$ cat src/rtl/pit_pkg.sv
package pit_pkg;
  localparam int BUS_W    = 8;
  localparam int NCH      = 2;
  localparam int STAT_BIT = 5;
  localparam logic [1:0] ADDR_CTRL = 2'd2;
  localparam logic [1:0] ADDR_STAT = 2'd3;
  localparam logic [1:0] ACC_LATCH = 2'b00;
  localparam logic [1:0] ACC_LOHI  = 2'b11;

  // channel index -> counter select code in the control word
  function automatic logic [1:0] chan_sel(int idx);
    return 2'(idx * 2);
  endfunction
endpackage

$ cat src/rtl/pit_ctrl_dec.sv
module pit_ctrl_dec
  import pit_pkg::*;
(
  input  logic           wr_i,
  input  logic [1:0]     addr_i,
  input  logic [7:1]     ctrl_i,
  output logic [NCH-1:0] latch_o,
  output logic [NCH-1:0] mode_wr_o,
  output logic           err_o
);
  logic       is_ctrl;
  logic [1:0] sel, acc;
  logic       sel_ok, acc_ok;

  assign is_ctrl = wr_i && (addr_i == ADDR_CTRL);
  assign sel     = ctrl_i[7:6];
  assign acc     = ctrl_i[5:4];
  assign acc_ok  = (acc == ACC_LATCH) || (acc == ACC_LOHI);

  always_comb begin
    sel_ok = 1'b0;
    for (int i = 0; i < NCH; i++) if (sel == chan_sel(i)) sel_ok = 1'b1;
  end

  for (genvar g = 0; g < NCH; g++) begin : g_ch
    assign latch_o[g]   = is_ctrl && (sel == chan_sel(g)) && (acc == ACC_LATCH);
    assign mode_wr_o[g] = is_ctrl && (sel == chan_sel(g)) && (acc == ACC_LOHI);
  end

  assign err_o = is_ctrl && !(sel_ok && acc_ok);
endmodule

$ cat src/rtl/pit_counter.sv
module pit_counter #(
  parameter int BYTE_W = 8,
  localparam int CNT_W = 2 * BYTE_W
) (
  input  logic              clk_i,
  input  logic              rst_ni,
  input  logic              tick_i,
  input  logic              data_wr_i,
  input  logic [BYTE_W-1:0] data_i,
  input  logic              rd_i,
  input  logic              latch_i,
  input  logic              mode_wr_i,
  input  logic [2:0]        mode_i,
  output logic [BYTE_W-1:0] rd_byte_o,
  output logic              load_o,
  output logic              armed_o,
  output logic              tc_o,
  output logic [CNT_W-1:0]  count_o,
  output logic [CNT_W-1:0]  latch_o,
  output logic              latched_o,
  output logic [2:0]        mode_o
);
  logic [CNT_W-1:0]  count_q, latch_q, src;
  logic [BYTE_W-1:0] lo_q;
  logic              pend_q, armed_q, tc_q, latched_q, rd_hi_q;
  logic [2:0]        mode_q;

  assign load_o = data_wr_i && pend_q;

  always_ff @(posedge clk_i or negedge rst_ni) begin
    if (!rst_ni) begin
      count_q <= '0;
      lo_q    <= '0;
      pend_q  <= 1'b0;
      armed_q <= 1'b0;
      tc_q    <= 1'b0;
    end else begin
      if (data_wr_i) begin
        pend_q <= !pend_q;
        if (!pend_q) lo_q <= data_i;
      end
      if (load_o) begin
        count_q <= {data_i, lo_q};
        armed_q <= 1'b1;
        tc_q    <= 1'b0;
      end else if (armed_q && tick_i) begin
        count_q <= count_q - 1'b1;
        if (count_q == CNT_W'(1)) tc_q <= 1'b1;
      end
    end
  end

  always_ff @(posedge clk_i or negedge rst_ni) begin
    if (!rst_ni) begin
      latch_q   <= '0;
      latched_q <= 1'b0;
      rd_hi_q   <= 1'b0;
      mode_q    <= '0;
    end else begin
      if (latch_i && !latched_q) begin
        latch_q   <= count_q;
        latched_q <= 1'b1;
      end else if (rd_i && rd_hi_q) begin
        latched_q <= 1'b0;
      end
      if (rd_i) rd_hi_q <= !rd_hi_q;
      if (mode_wr_i) mode_q <= mode_i;
    end
  end

  assign src       = latched_q ? latch_q : count_q;
  assign rd_byte_o = rd_hi_q ? src[CNT_W-1:BYTE_W] : src[BYTE_W-1:0];
  assign armed_o   = armed_q;
  assign tc_o      = tc_q;
  assign count_o   = count_q;
  assign latch_o   = latch_q;
  assign latched_o = latched_q;
  assign mode_o    = mode_q;
endmodule

$ cat src/rtl/pit_two_chan.sv
module pit_two_chan
  import pit_pkg::*;
#(
  parameter int BYTE_W = 8,
  localparam int CNT_W = 2 * BYTE_W
) (
  input  logic             clk_i,
  input  logic             rst_ni,
  input  logic             tick_i,
  input  logic             wr_i,
  input  logic             rd_i,
  input  logic [1:0]       addr_i,
  input  logic [BUS_W-1:0] wdata_i,
  output logic [BUS_W-1:0] rdata_o,
  output logic             err_o
);
  logic [NCH-1:0]                latch_cmd, mode_wr, err_set;
  logic [NCH-1:0]                ld_v, armed_v, tc_v, latched_v;
  logic [NCH-1:0][CNT_W-1:0]     cnt_v, latch_v;
  logic [NCH-1:0][2:0]           mode_v;
  logic [NCH-1:0][BYTE_W-1:0]    rd_byte;
  logic                          err_q;

  pit_ctrl_dec u_dec (
    .wr_i     (wr_i),
    .addr_i   (addr_i),
    .ctrl_i   (wdata_i[7:1]),
    .latch_o  (latch_cmd),
    .mode_wr_o(mode_wr),
    .err_o    (err_set[0])
  );
  assign err_set[NCH-1:1] = '0;

  for (genvar g = 0; g < NCH; g++) begin : g_cnt
    pit_counter #(.BYTE_W(BYTE_W)) u_cnt (
      .clk_i    (clk_i),
      .rst_ni   (rst_ni),
      .tick_i   (tick_i),
      .data_wr_i(wr_i && (addr_i == 2'(g))),
      .data_i   (wdata_i[BYTE_W-1:0]),
      .rd_i     (rd_i && (addr_i == 2'(g))),
      .latch_i  (latch_cmd[g]),
      .mode_wr_i(mode_wr[g]),
      .mode_i   (wdata_i[3:1]),
      .rd_byte_o(rd_byte[g]),
      .load_o   (ld_v[g]),
      .armed_o  (armed_v[g]),
      .tc_o     (tc_v[g]),
      .count_o  (cnt_v[g]),
      .latch_o  (latch_v[g]),
      .latched_o(latched_v[g]),
      .mode_o   (mode_v[g])
    );
  end

  always_ff @(posedge clk_i or negedge rst_ni) begin
    if (!rst_ni)        err_q <= 1'b0;
    else if (|err_set)  err_q <= 1'b1;
  end
  assign err_o = err_q;

  always_comb begin
    rdata_o = '0;
    for (int i = 0; i < NCH; i++)
      if (addr_i == 2'(i)) rdata_o = BUS_W'(rd_byte[i]);
    if (addr_i == ADDR_STAT) rdata_o[STAT_BIT] = tc_v[NCH-1];
  end

  // counter 0 has no status path
  logic unused_tc0;
  assign unused_tc0 = tc_v[0];
endmodule

$ cat config.mk
export PLATFORM = sky130hd
export DESIGN_NAME = pit_two_chan
export DESIGN_NICKNAME = d
export VERILOG_FILES = /design/src/rtl/pit_pkg.sv /design/src/rtl/pit_ctrl_dec.sv /design/src/rtl/pit_counter.sv /design/src/rtl/pit_two_chan.sv
export SDC_FILE = /design/constraint.sdc
export NUM_CORES = 1
export LEC_CHECK = 0
export ABC_CLOCK_PERIOD_IN_PS = 2400
export BUFFER_PORTS_ARGS = -buffer_cell sky130_fd_sc_hd__buf_2
export CAP_MARGIN = 5
export CORE_UTILIZATION = 55
export CTS_CLUSTER_SIZE = 30
export DETAILED_ROUTE_END_ITERATION = 12
export GPL_ROUTABILITY_DRIVEN = 0
export PLACE_DENSITY = 0.71
export SLEW_MARGIN = 20
export SYNTH_ARGS = -nofsm -noshare
export SYNTH_HDL_FRONTEND = slang
export SYNTH_SLANG_ARGS = --single-unit
$ cat constraint.sdc
create_clock -name clk_i -period 2.4 [get_ports clk_i]
set_clock_uncertainty 0.1 [all_clocks]
set_input_delay 0.12 -clock clk_i [delete_from_list [all_inputs] [get_ports clk_i]]
set_output_delay 0.12 -clock clk_i [all_outputs]
set_load 0.01 [all_outputs]
==> impl_metrics.py <==
metrics = {
    "yosys": {
        "syn-num-nets": 387,
        "synth_edf_count": 0,
        "synth-async-reset-ratio_pct": 100,
        "post_synth_num_cell_types": 35,
        "yosys_register_bits": 90,
        "post_synth_fa_ha_maj_area_fraction_pct": 1.13,
        "main_combinational_cell_family_by_area_after_synthesis": "multiplexers",
        "synthMuxAreaShare_pct": 22.5,
        "synth_area_um2": 4410,
        "synth.yosys.warnings": 0,
        "simple_gate_share_of_the_synthesized_area_pct": 12.1,
        "synth_xor_area_share_pct": 6.35,
        "synth_compound_gate_area_share_pct": 4.88,
        "postSynth.topFlopCell": "sky130_fd_sc_hd__dfrtp_1",
        "netlist_instances": 368,
        "syn-mean-instance-area_um2": 12.0,
        "synth.yosys.seq_area_share_pct": 51.0,
    },
    "timing": {
        "min_period_over_period_pct": 93.5,
        "max_freq_mhz": 446,
        "timing.final.hold_violations": 0,
        "finalSetupViolations": 0,
        "grt_setup_unrepaired": "false",
        "relSlewSlack_pct": 64.4,
        "setup_total_negative_slack_ps": 0,
        "fin_crit_ps": 2240,
        "worstMarginPinSlew_ps": 533,
        "total_count_of_max_transition_violations_in_the_final_report": 0,
    },
    "flow_run": {
        "drv_cap": 0,
    },
    "setup_path": {
        "worst_ep_required_time_ps": 2580,
        "timing.critical_path.arrival_ps": 2430,
        "worst-r2r-setup-slack_ps": 160,
        "crit_fanout": 6,
        "critPathKind": "reg -> reg",
        "worstSetupStartpointType": "flip-flop",
        "cell_depth_of_the_worst_flop_to_flop_path": 5,
        "reg2reg_from": "g_cnt[0].u_cnt.count_o[4]",
        "worst_r2r_endpoint": "g_cnt[0].u_cnt.count_o[11]",
        "worst_setup_path_end_kind": "flip-flop",
    },
    "cts": {
        "cts.reportedPaths.clkPinSlew_ps": 90,
        "cts.repair_timing.setup_buffer_count": 0,
        "clock_sink_count": 90,
        "cts-root-to-sink-buffers": 2,
        "numCtsBuffers": 9,
        "root_buffer": "sky130_fd_sc_hd__clkbuf_8",
        "insertion_delay_ps": 360,
        "h-tree-depth": 3,
        "cts_tree": "yes",
    },
    "place": {
        "placedCellCount": 490,
        "place.port_buffers": 23,
        "hpwlAfterDp_um": 6690,
    },
    "final_layout": {
        "syn2layout_area_growth_pct": 14.2,
        "mostFrequentLayoutCells": "89 x sky130_fd_sc_hd__dfrtp_1, 49 x sky130_fd_sc_hd__mux2_2, 36 x sky130_fd_sc_hd__nor2_1",
        "insertedDiodeCount": 0,
        "layout-drive-gt1-share_pct": 30.1,
        "fillerInstances": 598,
        "multi_input_area_um2": 2070,
        "finalCoreUtilization_pct": 65.2,
        "stdcell_count": 517,
        "layout.nets": 429,
        "layout.area.seq_um2": 2250,
        "final_common_cell": "sky130_fd_sc_hd__dfrtp_1",
    },
    "floorplan": {
        "core.rowCount": 32,
        "core_region_area_um2": 7730,
        "fp.dieW_um": 91.6,
        "initial_utilization_pct": 57.1,
        "design.portCount": 24,
        "die_area_um2": 8390,
        "dieHeight_um": 91.6,
    },
    "power_and_ir_drop": {
        "power_frac_comb_pct": 31.9,
        "pwr-share-seq_pct": 47.9,
        "p_int_uw": 3720,
        "leakagePower_uw": 0.00217,
        "p_sw_uw": 1870,
        "vdd.ir_drop.worst_mv": 0.652,
        "p_per_area_nw_per_um2": 1110,
        "switching_portion_of_total_power_pct": 33.5,
        "pwr-share-clk_pct": 20.3,
    },
    "global_route": {
        "first_global_vias": 2883,
        "antenna_violations_before_repair": 0,
        "track_usage_pct": 24.4,
        "pin_count_of_the_biggest_net_entering_global_routing": 40,
        "first_pass_grt_wire_length_um": 15300,
        "grt.overflow.total": 0,
    },
    "route": {
        "routed_wirelength_um": 9330,
        "vias": 2986,
        "antenna_violating_nets_post_route": 0,
        "drt-pass1-iter-count": 4,
        "avgRoutedWirePerCell_um": 18.1,
        "viasPerCell": 5.78,
        "drt_first_iter_violations": 212,
        "remaining_drc_errors": 0,
    },
    "min_path": {
        "class_of_the_worst_hold_path": "in -> async",
    },
    "status": {
        "status": "finished clean",
    },
}
how the worst max path moves through the flow:
stage,startpoint,to,cells past startpoint
after detailed placement,g_cnt[0].u_cnt.count_o[4],g_cnt[0].u_cnt.count_o[11],5
after CTS,g_cnt[0].u_cnt.latched_o,rdata_o[1],4
after global routing,g_cnt[0].u_cnt.count_o[0],g_cnt[0].u_cnt.count_o[8],7
final,g_cnt[0].u_cnt.count_o[4],g_cnt[0].u_cnt.count_o[11],5
after global placement,g_cnt[0].u_cnt.count_o[4],g_cnt[0].u_cnt.count_o[11],5
after floorplan,g_cnt[0].u_cnt.count_o[4],g_cnt[0].u_cnt.count_o[11],6
sequential cells by signal, summed over array words and instances (netlist names):
register,count
g_cnt.u_cnt.count_o,32
g_cnt.u_cnt.latched_o,2
g_cnt.u_cnt.pend_q,2
g_cnt.u_cnt.latch_o,32
g_cnt.u_cnt.lo_q,16
g_cnt.u_cnt.tc_o,1
g_cnt.u_cnt.armed_o,2
g_cnt.u_cnt.rd_hi_q,2
err_o,1
power groups by stage:
stage / clock [uW] / combinational, uW / sequential (uW)
global route: 1200 / 1950 / 2770
finish: 1140 / 1780 / 2680
CTS: 1150 / 1800 / 2670
global placement: 0 / 1730 / 2660
floorplan: 0 / 1390 / 2470
detailed placement: 0 / 1780 / 2700
critical path: stages (launching register included):
cell	delay, ps
sky130_fd_sc_hd__dfrtp_1	420
sky130_fd_sc_hd__or3_1	360
sky130_fd_sc_hd__or4_1	530
sky130_fd_sc_hd__or4_1	460
sky130_fd_sc_hd__xor2_1	160
sky130_fd_sc_hd__a21oi_1	150
layout make-up:
| class | count | share of cell area, % |
|---|---|---|
| clock inverters | 5 | 1.54 |
| well taps | 102 | 2.53 |
| flip-flops and latches | 90 | 44.7 |
| multi-input cells | 255 | 41.1 |
| inverters | 6 | 0.447 |
| clock buffers | 11 | 2.81 |
| repair buffers | 48 | 6.85 |
routing by layer:
layer / vias up / global-route usage [%] / wire length (um)
met2: 68 / 35.7 / 4210
met3: 13 / 4.27 / 534
met1: 1516 / 37.7 / 4410
met4: 0 / 6.61 / 186
met5: - / 0 / 0
li1: 1389 / - / -
metrics by stage:
stage | power, uW | area [um^2] | setup slack (ps) | hold slack, ps
after floorplan | 3860 | 4410 | 282 | -276
after global placement | 4400 | 4710 | 211 | -43.9
after detailed placement | 4480 | 4710 | 180 | -40.4
after CTS | 5620 | 5040 | 18.8 | 118
after global routing | 5930 | 5040 | 54.2 | 144
final | 5600 | 5040 | 156 | 106
logic make-up after synthesis:
| family | after synthesis |
|---|---|
| xor+xnor | 32 |
| mux | 73 |
| simple gates | 106 |
| flops | 90 |
| fa+ha+maj | 4 |
| compound gates | 40 |
| buf+inv | 23 |
Yosys cell counts, types with 2 or more instances:
cell                       number  area (um^2)
sky130_fd_sc_hd__dfrtp_1       90         2250
sky130_fd_sc_hd__mux2_2        49          552
sky130_fd_sc_hd__nor2_1        36          135
sky130_fd_sc_hd__nand2_1       26         97.6
sky130_fd_sc_hd__xnor2_1       21          184
sky130_fd_sc_hd__a21oi_1       17         85.1
sky130_fd_sc_hd__mux4_2        16          360
sky130_fd_sc_hd__o21ai_0       15         75.1
sky130_fd_sc_hd__clkbuf_1      13         48.8
sky130_fd_sc_hd__xor2_1        11         96.3
sky130_fd_sc_hd__mux2i_1        8         80.1
sky130_fd_sc_hd__nand3_1        7         35.0
sky130_fd_sc_hd__nor3_1         7         35.0
sky130_fd_sc_hd__or3_1          7         43.8
sky130_fd_sc_hd__inv_1          6         22.5
sky130_fd_sc_hd__or4_1          5         37.5
sky130_fd_sc_hd__ha_1           4         50.1
sky130_fd_sc_hd__nand2b_1       4         25.0
sky130_fd_sc_hd__buf_2          3         15.0
sky130_fd_sc_hd__nor4_1         3         18.8
sky130_fd_sc_hd__or4_4          3         33.8
sky130_fd_sc_hd__a21o_1         2         15.0
sky130_fd_sc_hd__nand3b_1       2         15.0
sky130_fd_sc_hd__o21ai_1        2         10.0
what timing repair did:
action	CTS	global route
gates resized for setup	0	1
endpoints found under the hold margin	82	0
hold buffers	11	0
endpoints found under the setup margin	0	2
Note: power is estimated with default switching activity, not from simulation.
